## config.mk

```make
export PLATFORM = sky130hd
export DESIGN_NAME = nibble_link_ctrl
export DESIGN_NICKNAME = d
export VERILOG_FILES = /design/src/rtl/nlc_pkg.sv /design/src/rtl/nlc_link_fsm.sv /design/src/rtl/nlc_regs.sv /design/src/rtl/nlc_irq.sv /design/src/rtl/nibble_link_ctrl.sv
export SDC_FILE = /design/constraint.sdc
export NUM_CORES = 1
export LEC_CHECK = 0
export ABC_AREA = 1
export BUFFER_PORTS_ARGS = -buffer_cell sky130_fd_sc_hd__buf_2
export CAP_MARGIN = 15
export CORE_MARGIN = 1.5
export CORE_UTILIZATION = 50
export CTS_CLUSTER_SIZE = 40
export DETAILED_ROUTE_END_ITERATION = 7
export GPL_ROUTABILITY_DRIVEN = 1
export MAX_ROUTING_LAYER = met4
export PLACE_DENSITY = 0.79
export SKIP_LAST_GASP = 1
export SLEW_MARGIN = 20
export SYNTH_ARGS = -nofsm -noshare
export SYNTH_HDL_FRONTEND = slang
export SYNTH_HIERARCHICAL = 1
export SYNTH_SLANG_ARGS = --single-unit
```

## constraint.sdc

```tcl
create_clock -name clk_i -period 2.1 [get_ports clk_i]
set_input_delay 0.21 -clock clk_i [delete_from_list [all_inputs] [get_ports clk_i]]
set_output_delay 0.21 -clock clk_i [all_outputs]
set_load 0.01 [all_outputs]
```

## src/rtl/nlc_pkg.sv

```systemverilog
package nlc_pkg;
  typedef enum logic [2:0] {
    ST_IDLE,
    ST_RX_REQ,
    ST_RX_GAP,
    ST_TX_REQ,
    ST_TX_GAP
  } link_st_e;
endpackage

```

## src/rtl/nlc_link_fsm.sv

```systemverilog
module nlc_link_fsm
  import nlc_pkg::*;
#(
  parameter int unsigned NIBBLES = 10,
  localparam int unsigned IDX_W = $clog2(NIBBLES)
) (
  input  logic             clk_i,
  input  logic             rst_ni,
  input  logic             rx_en_i,
  input  logic             tx_start_i,
  input  logic             drv_irq_ni,
  input  logic             cdck_i,
  output logic             hock_o,
  output logic             rx_store_o,
  output logic             tx_drive_o,
  output logic [IDX_W-1:0] idx_o,
  output logic             drs_o,
  output logic             dts_o
);
  link_st_e st_q, st_d;
  logic [IDX_W-1:0] idx_q, idx_d;
  logic irq_q, irq_seen_q, tx_pend_q, drs_q, dts_q;
  logic fell, idle, last, start_tx, start_rx, tx_sent;

  assign fell     = irq_q & ~drv_irq_ni;
  assign idle     = (st_q == ST_IDLE);
  assign last     = (idx_q == IDX_W'(NIBBLES-1));
  // a queued send wins over a pending receive
  assign start_tx = idle & (tx_pend_q | tx_start_i);
  assign start_rx = idle & ~start_tx & rx_en_i & (irq_seen_q | fell);
  assign tx_sent  = (st_q == ST_TX_REQ) & cdck_i;

  always_comb begin
    st_d  = st_q;
    idx_d = idx_q;
    unique case (st_q)
      ST_IDLE: begin
        idx_d = '0;
        if (start_tx)      st_d = ST_TX_REQ;
        else if (start_rx) st_d = ST_RX_REQ;
      end
      ST_RX_REQ: if (cdck_i) st_d = ST_RX_GAP;
      ST_RX_GAP: if (!cdck_i) begin
        if (last) st_d = ST_IDLE;
        else begin
          st_d  = ST_RX_REQ;
          idx_d = idx_q + 1'b1;
        end
      end
      ST_TX_REQ: if (cdck_i) st_d = ST_TX_GAP;
      ST_TX_GAP: if (!cdck_i) begin
        if (last) st_d = ST_IDLE;
        else begin
          st_d  = ST_TX_REQ;
          idx_d = idx_q + 1'b1;
        end
      end
      default: st_d = ST_IDLE;
    endcase
  end

  always_ff @(posedge clk_i or negedge rst_ni) begin
    if (!rst_ni) begin
      st_q       <= ST_IDLE;
      idx_q      <= '0;
      irq_q      <= 1'b1;
      irq_seen_q <= 1'b0;
      tx_pend_q  <= 1'b0;
      drs_q      <= 1'b0;
      dts_q      <= 1'b0;
    end else begin
      st_q       <= st_d;
      idx_q      <= idx_d;
      irq_q      <= drv_irq_ni;
      irq_seen_q <= (irq_seen_q | fell) & ~start_rx;
      tx_pend_q  <= (tx_pend_q | tx_start_i) & ~start_tx;
      if (start_rx)               drs_q <= 1'b1;
      else if (rx_store_o & last) drs_q <= 1'b0;
      if (start_tx)               dts_q <= 1'b1;
      else if (tx_sent & last)    dts_q <= 1'b0;
    end
  end

  assign hock_o     = (st_q == ST_RX_REQ) | (st_q == ST_TX_REQ);
  assign rx_store_o = (st_q == ST_RX_REQ) & cdck_i;
  assign tx_drive_o = (st_q == ST_TX_REQ);
  assign idx_o      = idx_q;
  assign drs_o      = drs_q;
  assign dts_o      = dts_q;

  p_hock_drop_r6: assert property (@(posedge clk_i) disable iff (!rst_ni)
    hock_o && cdck_i |=> !hock_o);
  p_no_rehock_r6: assert property (@(posedge clk_i) disable iff (!rst_ni)
    !hock_o && cdck_i |=> !hock_o);
  p_rx_gated_r5: assert property (@(posedge clk_i) disable iff (!rst_ni)
    idle && !rx_en_i && !tx_pend_q && !tx_start_i |=> !hock_o);
  p_drs_clear_r7: assert property (@(posedge clk_i) disable iff (!rst_ni)
    rx_store_o && last |=> !drs_o);
  p_dts_clear_r11: assert property (@(posedge clk_i) disable iff (!rst_ni)
    tx_sent && last |=> !dts_o);
  p_flags_excl_r10: assert property (@(posedge clk_i) disable iff (!rst_ni)
    $onehot0({drs_o, dts_o}));
  p_queued_r12: assert property (@(posedge clk_i) disable iff (!rst_ni)
    tx_start_i && !idle |=> tx_pend_q || dts_o);
endmodule

```

## src/rtl/nlc_regs.sv

```systemverilog
module nlc_regs #(
  parameter int unsigned NIBBLES = 10,
  parameter int unsigned NIB_W   = 4,
  parameter int unsigned ADDR_W  = 5,
  parameter int unsigned IDX_W   = 4
) (
  input  logic              clk_i,
  input  logic              rst_ni,
  input  logic              bus_we_i,
  input  logic [ADDR_W-1:0] bus_addr_i,
  input  logic [NIB_W-1:0]  bus_wdata_i,
  output logic [NIB_W-1:0]  bus_rdata_o,
  input  logic              rx_we_i,
  input  logic [IDX_W-1:0]  idx_i,
  input  logic [NIB_W-1:0]  rx_data_i,
  input  logic              drs_i,
  input  logic              dts_i,
  input  logic              irq_i,
  output logic              rx_en_o,
  output logic              cmd_last_wr_o,
  output logic              irq_clr_o,
  output logic [NIB_W-1:0]  tx_nib_o
);
  localparam logic [ADDR_W-1:0] CTRL_ADDR = ADDR_W'(2*NIBBLES);
  localparam logic [ADDR_W-1:0] LAST_CMD  = ADDR_W'(2*NIBBLES-1);

  logic [NIBBLES-1:0][NIB_W-1:0] status_q, cmd_q;
  logic rx_en_q;
  logic ctrl_wr;

  for (genvar g = 0; g < NIBBLES; g++) begin : g_word
    always_ff @(posedge clk_i or negedge rst_ni) begin
      if (!rst_ni) status_q[g] <= '0;
      else if (rx_we_i && idx_i == IDX_W'(g)) status_q[g] <= rx_data_i;
    end
    always_ff @(posedge clk_i or negedge rst_ni) begin
      if (!rst_ni) cmd_q[g] <= '0;
      else if (bus_we_i && bus_addr_i == ADDR_W'(NIBBLES+g)) cmd_q[g] <= bus_wdata_i;
    end
  end

  assign ctrl_wr = bus_we_i && bus_addr_i == CTRL_ADDR;

  always_ff @(posedge clk_i or negedge rst_ni) begin
    if (!rst_ni)      rx_en_q <= 1'b0;
    else if (ctrl_wr) rx_en_q <= bus_wdata_i[0];
  end

  assign rx_en_o       = rx_en_q;
  assign irq_clr_o     = ctrl_wr & bus_wdata_i[3];
  assign cmd_last_wr_o = bus_we_i && bus_addr_i == LAST_CMD;

  always_comb begin
    bus_rdata_o = '0;
    tx_nib_o    = '0;
    for (int i = 0; i < NIBBLES; i++) begin
      if (bus_addr_i == ADDR_W'(i))         bus_rdata_o = status_q[i];
      if (bus_addr_i == ADDR_W'(NIBBLES+i)) bus_rdata_o = cmd_q[i];
      if (idx_i == IDX_W'(i))               tx_nib_o    = cmd_q[i];
    end
    if (bus_addr_i == CTRL_ADDR) bus_rdata_o = NIB_W'({irq_i, drs_i, dts_i, rx_en_q});
  end

  logic unused_wdata;
  assign unused_wdata = ^bus_wdata_i;

  p_status_ro_r2: assert property (@(posedge clk_i) disable iff (!rst_ni)
    !rx_we_i |=> $stable(status_q));
  p_cmd_hold_r3: assert property (@(posedge clk_i) disable iff (!rst_ni)
    !(bus_we_i && bus_addr_i >= ADDR_W'(NIBBLES) && bus_addr_i < CTRL_ADDR)
    |=> $stable(cmd_q));
endmodule

```

## src/rtl/nlc_irq.sv

```systemverilog
module nlc_irq #(
  parameter int unsigned IDX_W  = 4,
  parameter int unsigned IRQ_AT = 8
) (
  input  logic             clk_i,
  input  logic             rst_ni,
  input  logic             rx_store_i,
  input  logic [IDX_W-1:0] idx_i,
  input  logic             clr_i,
  output logic             irq_o
);
  logic pend_q, hit;

  assign hit = rx_store_i && idx_i == IDX_W'(IRQ_AT-1);

  // a new hit wins over a clear in the same cycle
  always_ff @(posedge clk_i or negedge rst_ni) begin
    if (!rst_ni)    pend_q <= 1'b0;
    else if (hit)   pend_q <= 1'b1;
    else if (clr_i) pend_q <= 1'b0;
  end

  assign irq_o = pend_q;

  p_irq_at_r8: assert property (@(posedge clk_i) disable iff (!rst_ni)
    hit |=> irq_o);
  p_irq_sticky_r9: assert property (@(posedge clk_i) disable iff (!rst_ni)
    irq_o && !clr_i |=> irq_o);
endmodule

```

## src/rtl/nibble_link_ctrl.sv

```systemverilog
module nibble_link_ctrl #(
  parameter int unsigned NIBBLES = 10,
  parameter int unsigned NIB_W   = 4,
  parameter int unsigned IRQ_AT  = 8,
  localparam int unsigned ADDR_W = $clog2(2*NIBBLES+1),
  localparam int unsigned IDX_W  = $clog2(NIBBLES)
) (
  input  logic              clk_i,
  input  logic              rst_ni,
  input  logic              bus_we_i,
  input  logic [ADDR_W-1:0] bus_addr_i,
  input  logic [NIB_W-1:0]  bus_wdata_i,
  output logic [NIB_W-1:0]  bus_rdata_o,
  input  logic              drv_irq_ni,
  input  logic              drv_cdck_i,
  input  logic [NIB_W-1:0]  drv_data_i,
  output logic              hock_o,
  output logic [NIB_W-1:0]  link_data_o,
  output logic              drs_o,
  output logic              dts_o,
  output logic              irq_o
);
  logic rx_en, cmd_last_wr, irq_clr, rx_store, tx_drive;
  logic [IDX_W-1:0] idx;
  logic [NIB_W-1:0] tx_nib;

  nlc_link_fsm #(.NIBBLES(NIBBLES)) i_fsm (
    .clk_i, .rst_ni,
    .rx_en_i    (rx_en),
    .tx_start_i (cmd_last_wr),
    .drv_irq_ni,
    .cdck_i     (drv_cdck_i),
    .hock_o,
    .rx_store_o (rx_store),
    .tx_drive_o (tx_drive),
    .idx_o      (idx),
    .drs_o,
    .dts_o
  );

  nlc_regs #(.NIBBLES(NIBBLES), .NIB_W(NIB_W), .ADDR_W(ADDR_W), .IDX_W(IDX_W)) i_regs (
    .clk_i, .rst_ni,
    .bus_we_i, .bus_addr_i, .bus_wdata_i, .bus_rdata_o,
    .rx_we_i       (rx_store),
    .idx_i         (idx),
    .rx_data_i     (drv_data_i),
    .drs_i         (drs_o),
    .dts_i         (dts_o),
    .irq_i         (irq_o),
    .rx_en_o       (rx_en),
    .cmd_last_wr_o (cmd_last_wr),
    .irq_clr_o     (irq_clr),
    .tx_nib_o      (tx_nib)
  );

  nlc_irq #(.IDX_W(IDX_W), .IRQ_AT(IRQ_AT)) i_irq (
    .clk_i, .rst_ni,
    .rx_store_i (rx_store),
    .idx_i      (idx),
    .clr_i      (irq_clr),
    .irq_o
  );

  assign link_data_o = tx_drive ? tx_nib : '0;
endmodule

```

---- Word-level counts from Yosys, hierarchy flattened ----
Cells that the tools add are included.
cells by class
  muxes and demuxes ....................... 50
  reduce and logical (&&, ||, !) cells .... 31
  bitwise logic cells ..................... 18
  equality and inequality tests ........... 40
  $add $sub $neg .......................... 1
operator list
  kind                                                              number
  4-bit two-way mux                                                 34
  5-bit by 4-bit == test with 1-bit output (second input constant)  8
  5-bit == test (second input constant)                             5
  1-bit logical AND                                                 21
  5-bit by 3-bit == test with 1-bit output (second input constant)  4
  3-bit two-way mux                                                 6
  4-bit by 3-bit == test with 1-bit output (second input constant)  4
  3-bit one-hot mux with 5 select lines                             1
  1-bit AND                                                         12
  2-bit inequality test (second input constant)                     6
  5-bit by 2-bit == test with 1-bit output (second input constant)  2
  4-bit by 2-bit == test with 1-bit output (second input constant)  2
  4-bit == test (second input constant)                             2
  4-bit one-hot mux with 2 select lines                             1
  2-bit nonzero test                                                4
  1-bit two-way mux                                                 7
  3-bit by 2-bit == test with 1-bit output (second input constant)  2
  5-bit by 1-bit == test with 1-bit output (second input constant)  1
  5-bit zero test                                                   1
  5-bit AND reduction                                               1
  4-bit by 1-bit adder with 4-bit output (second input constant)    1
  4-bit by 1-bit == test with 1-bit output (second input constant)  1
  4-bit zero test                                                   1
  3-bit by 1-bit == test with 1-bit output (second input constant)  1
  other kinds (8)                                                   12
storage, ports and cells
  output and inout port bits .............. 12
  input bits .............................. 18
  register bits after elaboration ......... 94
  logic and storage cells ................. 169

---- Longest topological paths before layout ----
  depth after elaboration ................. 22
  gate-level depth with buffers ........... 16
  gate-level depth less buffers ........... 16

---- Modules after synthesis ----
Netlist, hierarchy kept.
modules (own cells, without submodules)
  module            area an instance (µm²)  times used  cells each  seq. area each (µm²)
  nlc_regs          4116.4                  1           564         2026.9
  nlc_link_fsm      693.2                   1           89          301.5
  nlc_irq           55.1                    1           9           25.0
  nibble_link_ctrl  30.0                    1           8           0.0

---- Worst setup path before layout ----
OpenSTA, ideal clock, no wires.
  path type ............................... flip-flop to output port
  from .................................... reg i_fsm.idx_q[0] (netlist: i_fsm/idx_o[0])
  to ...................................... out link_data_o[0]
  data required time ...................... 1890 ps
  arrival ................................. 1626 ps
  stages on the path, launching flop included .. 12
  path buffers ............................ 0
  path slack .............................. 264 ps
  path through ............................ dfrtp_1 nor2_1 nand2_1 inv_1 a221oi_1 o21ai_0 a21oi_1 nand2_1 a221oi_1 nand3_1 nand2_1 inv_1
on the way
  word-level cells in the longest chain between the ends .. 12
  elaborated cells on any way between the ends .. 21
  those cells by class .................... 9 x eq/ne; 11 x mux; 1 x reduce/logical
ends and longest elaborated chain
  element                         RTL line                source
  start: declaration              nlc_link_fsm.sv:21      logic [IDX_W-1:0] idx_q, idx_d;
  start signal: assignment        nlc_link_fsm.sv:73      idx_q <= idx_d;
  4-bit zero test                 nlc_regs.sv:59          if (idx_i == IDX_W'(i)) tx_nib_o = cmd_q[i];
  4-bit two-way mux (9 in a row)  nlc_regs.sv:59
  4-bit two-way mux (*)           nlc_regs.sv:59
  net tx_nib[0]                   nibble_link_ctrl.sv:25  logic [NIB_W-1:0] tx_nib;
  4-bit two-way mux (*)           nibble_link_ctrl.sv:64  assign link_data_o = tx_drive ? tx_nib : '0;
  end: declaration                nibble_link_ctrl.sv:18  output logic [NIB_W-1:0] link_data_o,
The timed path passes the listed nets; every way through them passes the cells marked *.

---- Worst setup path after layout ----
  from .................................... reg i_fsm.idx_q[0] (netlist: i_fsm/idx_o[0])
  to ...................................... out link_data_o[2]
The elaborated chain is that of the path after synthesis.

==> impl_metrics.csv <==
group,metric,value,unit
run_status,failed_checks,"negative setup slack",
route,wl_met2,6120,um
cells_and_area,mostFrequentLayoutCells,"nand2_1 (247), dfrtp_1 (93), o21ai_0 (81)",
clock_network,root_buffer,"clkbuf_8",
cells_and_area,nFillCells,871,
route,highest_layer,"met4",
logic_synthesis,synth.distinct_cells,28,
floorplanning,ios,30,
logic_synthesis,yosysTopAreaCell,"dfrtp_1",
route,via_count,4662,
route,wl_met1,5410,um
cells_and_area,final_common_cell,"nand2_1",
sta,finalHoldViolCount,0,
cells_and_area,fin_area,5640,um2
setup_path,critPathRequiredTime,1890,ps
place,placed_area,5340,um2
route,viasPerCell,5.40,
clock_network,worstSkewPairLatency,370,ps
logic_synthesis,synth_nets,690,
global_routing,first_global_vias,4514,
sta,finalSetupViolCount,8,
floorplanning,dieArea,10400,um2
pwr,p_leak,0.00277,uW
place,globalplace.congestion,1.04,
setup_path,crit_buf_inv,3,
setup_path,arrival,2180,ps
route,wl_per_cell,14.7,um
setup_path,crit_family,"compound AO/OA/AOI/OAI gates",
route,routed_wl,12600,um
clock_network,clk_pin_slew,100,ps
logic_synthesis,ys_ff_latch,94,
pwr,ir_drop,0.549,mV
logic_synthesis,synth_top_cell_area_share,47.5,%
cells_and_area,seq_area,2350,um2
logic_synthesis,synth_area_leaders,"dfrtp_1 (48%), nand2_1 (19%), o21ai_0 (8.4%)",
cells_and_area,final_nets,749,
route,ant_nets,0,
setup_path,crit_chain,"buf_4 -> nand2_1 -> nor2_2 -> a221oi_2 -> nand2_1 -> a211oi_2 -> o2111ai_1 -> nand2_1 -> inv_1 -> buf_6",
setup_path,cp_num_cells,10,
global_routing,antenna_found_initial,0,
clock_network,cts_buffers,9,
setup_path,worst_setup_path_end_kind,"output port",
clock_network,htree_levels,3,
place,port_buffers,29,
floorplanning,die_w,102,um
cells_and_area,area_growth,15.1,%
sta,timing.final.crit_share,114,%
setup_path,critPathMaxStageDelay,430,ps
sta,fin_crit,2390,ps
clock_network,cts_tree,"yes",
global_routing,overflow,0,
setup_path,rr_worst_depth,9,
setup_path,cp-start-kind,"register",
floorplanning,dieHeight,102,um
floorplanning,rows,35,
cells_and_area,num_antenna_cells,0,
route,first_pass_iters,5,
global_routing,grt_pass1_wl,21000,um
logic_synthesis,ys_seq_area_share,48.1,%
route,dr_wl_met3,854,um
setup_path,worst_path_most_repeated_cell,"nand2_1",
setup_path,crit_fanout,8,
place,post-place-ws,-24.3,ps
pwr,p_per_area,859,nW/um2
cells_and_area,multi_input_area,2250,um2
run_status,outcome,"finished, violations left",
logic_synthesis,synth.avg_cell_area,7.31,um2
logic_synthesis,netlist_area,4890,um2
sta,finClkSkew,12.2,ps
place,dpl.hpwl,9490,um
cells_and_area,utilization,60.1,%
min_path,hold_path_class,"in2reg",
logic_synthesis,yosysWarnings,6,
floorplanning,start_util,52.2,%
global_routing,grt_max_degree,55,
logic_synthesis,synthCells,670,
sta,worst_pin_slew,693,ps
sta,rsz0062_at_grt,"true",
pwr,total_power,4840,uW
flow_run,drv_cap,0,
sta,maxSlewHeadroom,53.8,%
global_routing,grtUsageTotal,26.9,%
floorplanning,core,9370,um2
route,drt_iter0_markers,407,
sta,fmax,418,MHz
route,remaining_drc_errors,0,
setup_path,cp_slowest_cell,"dfrtp_1",
cells_and_area,drive_above_1_share,15.1,%
sta,timing.final.ws_setup,-293,ps
sta,drv_slew,0,
clock_network,clk_path_buf_depth,2,
min_path,min_path_cells,3,
setup_path,path_class,"reg2out",
clock_network,cts_sinks,94,
-- flip-flops by register name, summed over array words and instances (netlist names), 3 cells and up --
register	cells
i_regs/cmd_q	40
i_fsm/st_q	3
i_fsm/idx_o	4
i_regs/status_q	40
-- routing by layer --
metal	vias up	track usage, %
li1	2258	-
met1	2173	34.4
met2	196	43.1
met3	35	4.65
met4	0	10.3
met5	-	-
-- path summary, 6_finish.rpt --
| path | start | to | slack, ps |
|---|---|---|---|
| min in group asynchronous | rst_ni | i_regs/status_q[5] | 410 |
| max in group asynchronous | rst_ni | i_fsm/irq_q | 1040 |
| max | i_fsm/idx_o[0] | link_data_o[2] | -290 |
| max reg2reg | i_fsm/st_q[2] | i_regs/status_q[19] | 360 |
| min reg2reg | i_regs/status_q[28] | i_regs/status_q[28] | 500 |
| min | drv_cdck_i | i_fsm/st_q[2] | 180 |
-- metrics by stage --
| step | std cells | hold slack [ps] | setup TNS [ps] |
|---|---|---|---|
| after floorplan | 670 | -85.6 | 0 |
| after global placement | 843 | 295 | 0 |
| after detailed placement | 843 | 298 | -24.3 |
| after CTS | 861 | 162 | -1210 |
| after global routing | 863 | 214 | -2630 |
| final | 863 | 175 | -1320 |
-- power by group --
group | total [uW] | internal [uW] | switching [uW]
clock network | 1170 | 484 | 684
registers | 2400 | 2130 | 273
logic | 1270 | 474 | 796
total | 4840 | 3090 | 1750
-- synthesized netlist by cell type, drive strengths merged --
cell / count
a211oi: 2
o21ai: 89
nor3: 6
nand4: 17
clkbuf: 4
dfstp: 1
nand3b: 1
o2111ai: 2
inv: 89
a21boi: 1
o211ai: 3
dfrtp: 93
nand3: 30
a21oi: 12
nor2: 54
or2: 2
nand2: 255
a221oi: 5
ha: 2
xor2: 2
-- worst register-to-register path, delay by kind of cell (launching register included) --
family	cells	cell delay, ps
AO/OA/AOI/OAI	1	90
buffers and inverters	3	460
flip-flops	1	470
AND/OR/NAND/NOR	5	590
-- what timing repair did --
| item | in CTS | in global routing |
|---|---|---|
| endpoints found under the hold margin | 52 | 0 |
| pin swaps | 3 | 14 |
| resized for setup | 8 | 11 |
| buffers inserted | 0 | 2 |
| endpoints found under the setup margin | 8 | 8 |
| hold buffers | 2 | 0 |
-- layout make-up --
| type | instances | area share, % |
|---|---|---|
| flip-flops and latches | 94 | 41.8 |
| multi-input cells | 483 | 40.0 |
| repair buffers | 52 | 6.11 |
| inverters | 89 | 5.93 |
| well taps | 129 | 2.86 |
| clock buffers | 10 | 2.44 |
| clock inverters | 6 | 0.910 |
-- kinds of logic (layout without fill, tap and decap cells) --
| family | after synthesis | after routing | synth area share (%) |
|---|---|---|---|
| buffers and inverters | 93 | 157 | 7.13 |
| XOR/XNOR | 2 | 2 | 0.358 |
| AO/OA/AOI/OAI | 114 | 114 | 12.6 |
| AND/OR/NAND/NOR | 365 | 365 | 31.3 |
| adder cells (fa/ha/maj) | 2 | 2 | 0.511 |
| flip-flops | 94 | 94 | 48.1 |
No activity file was read; power rests on OpenSTA's default activity.
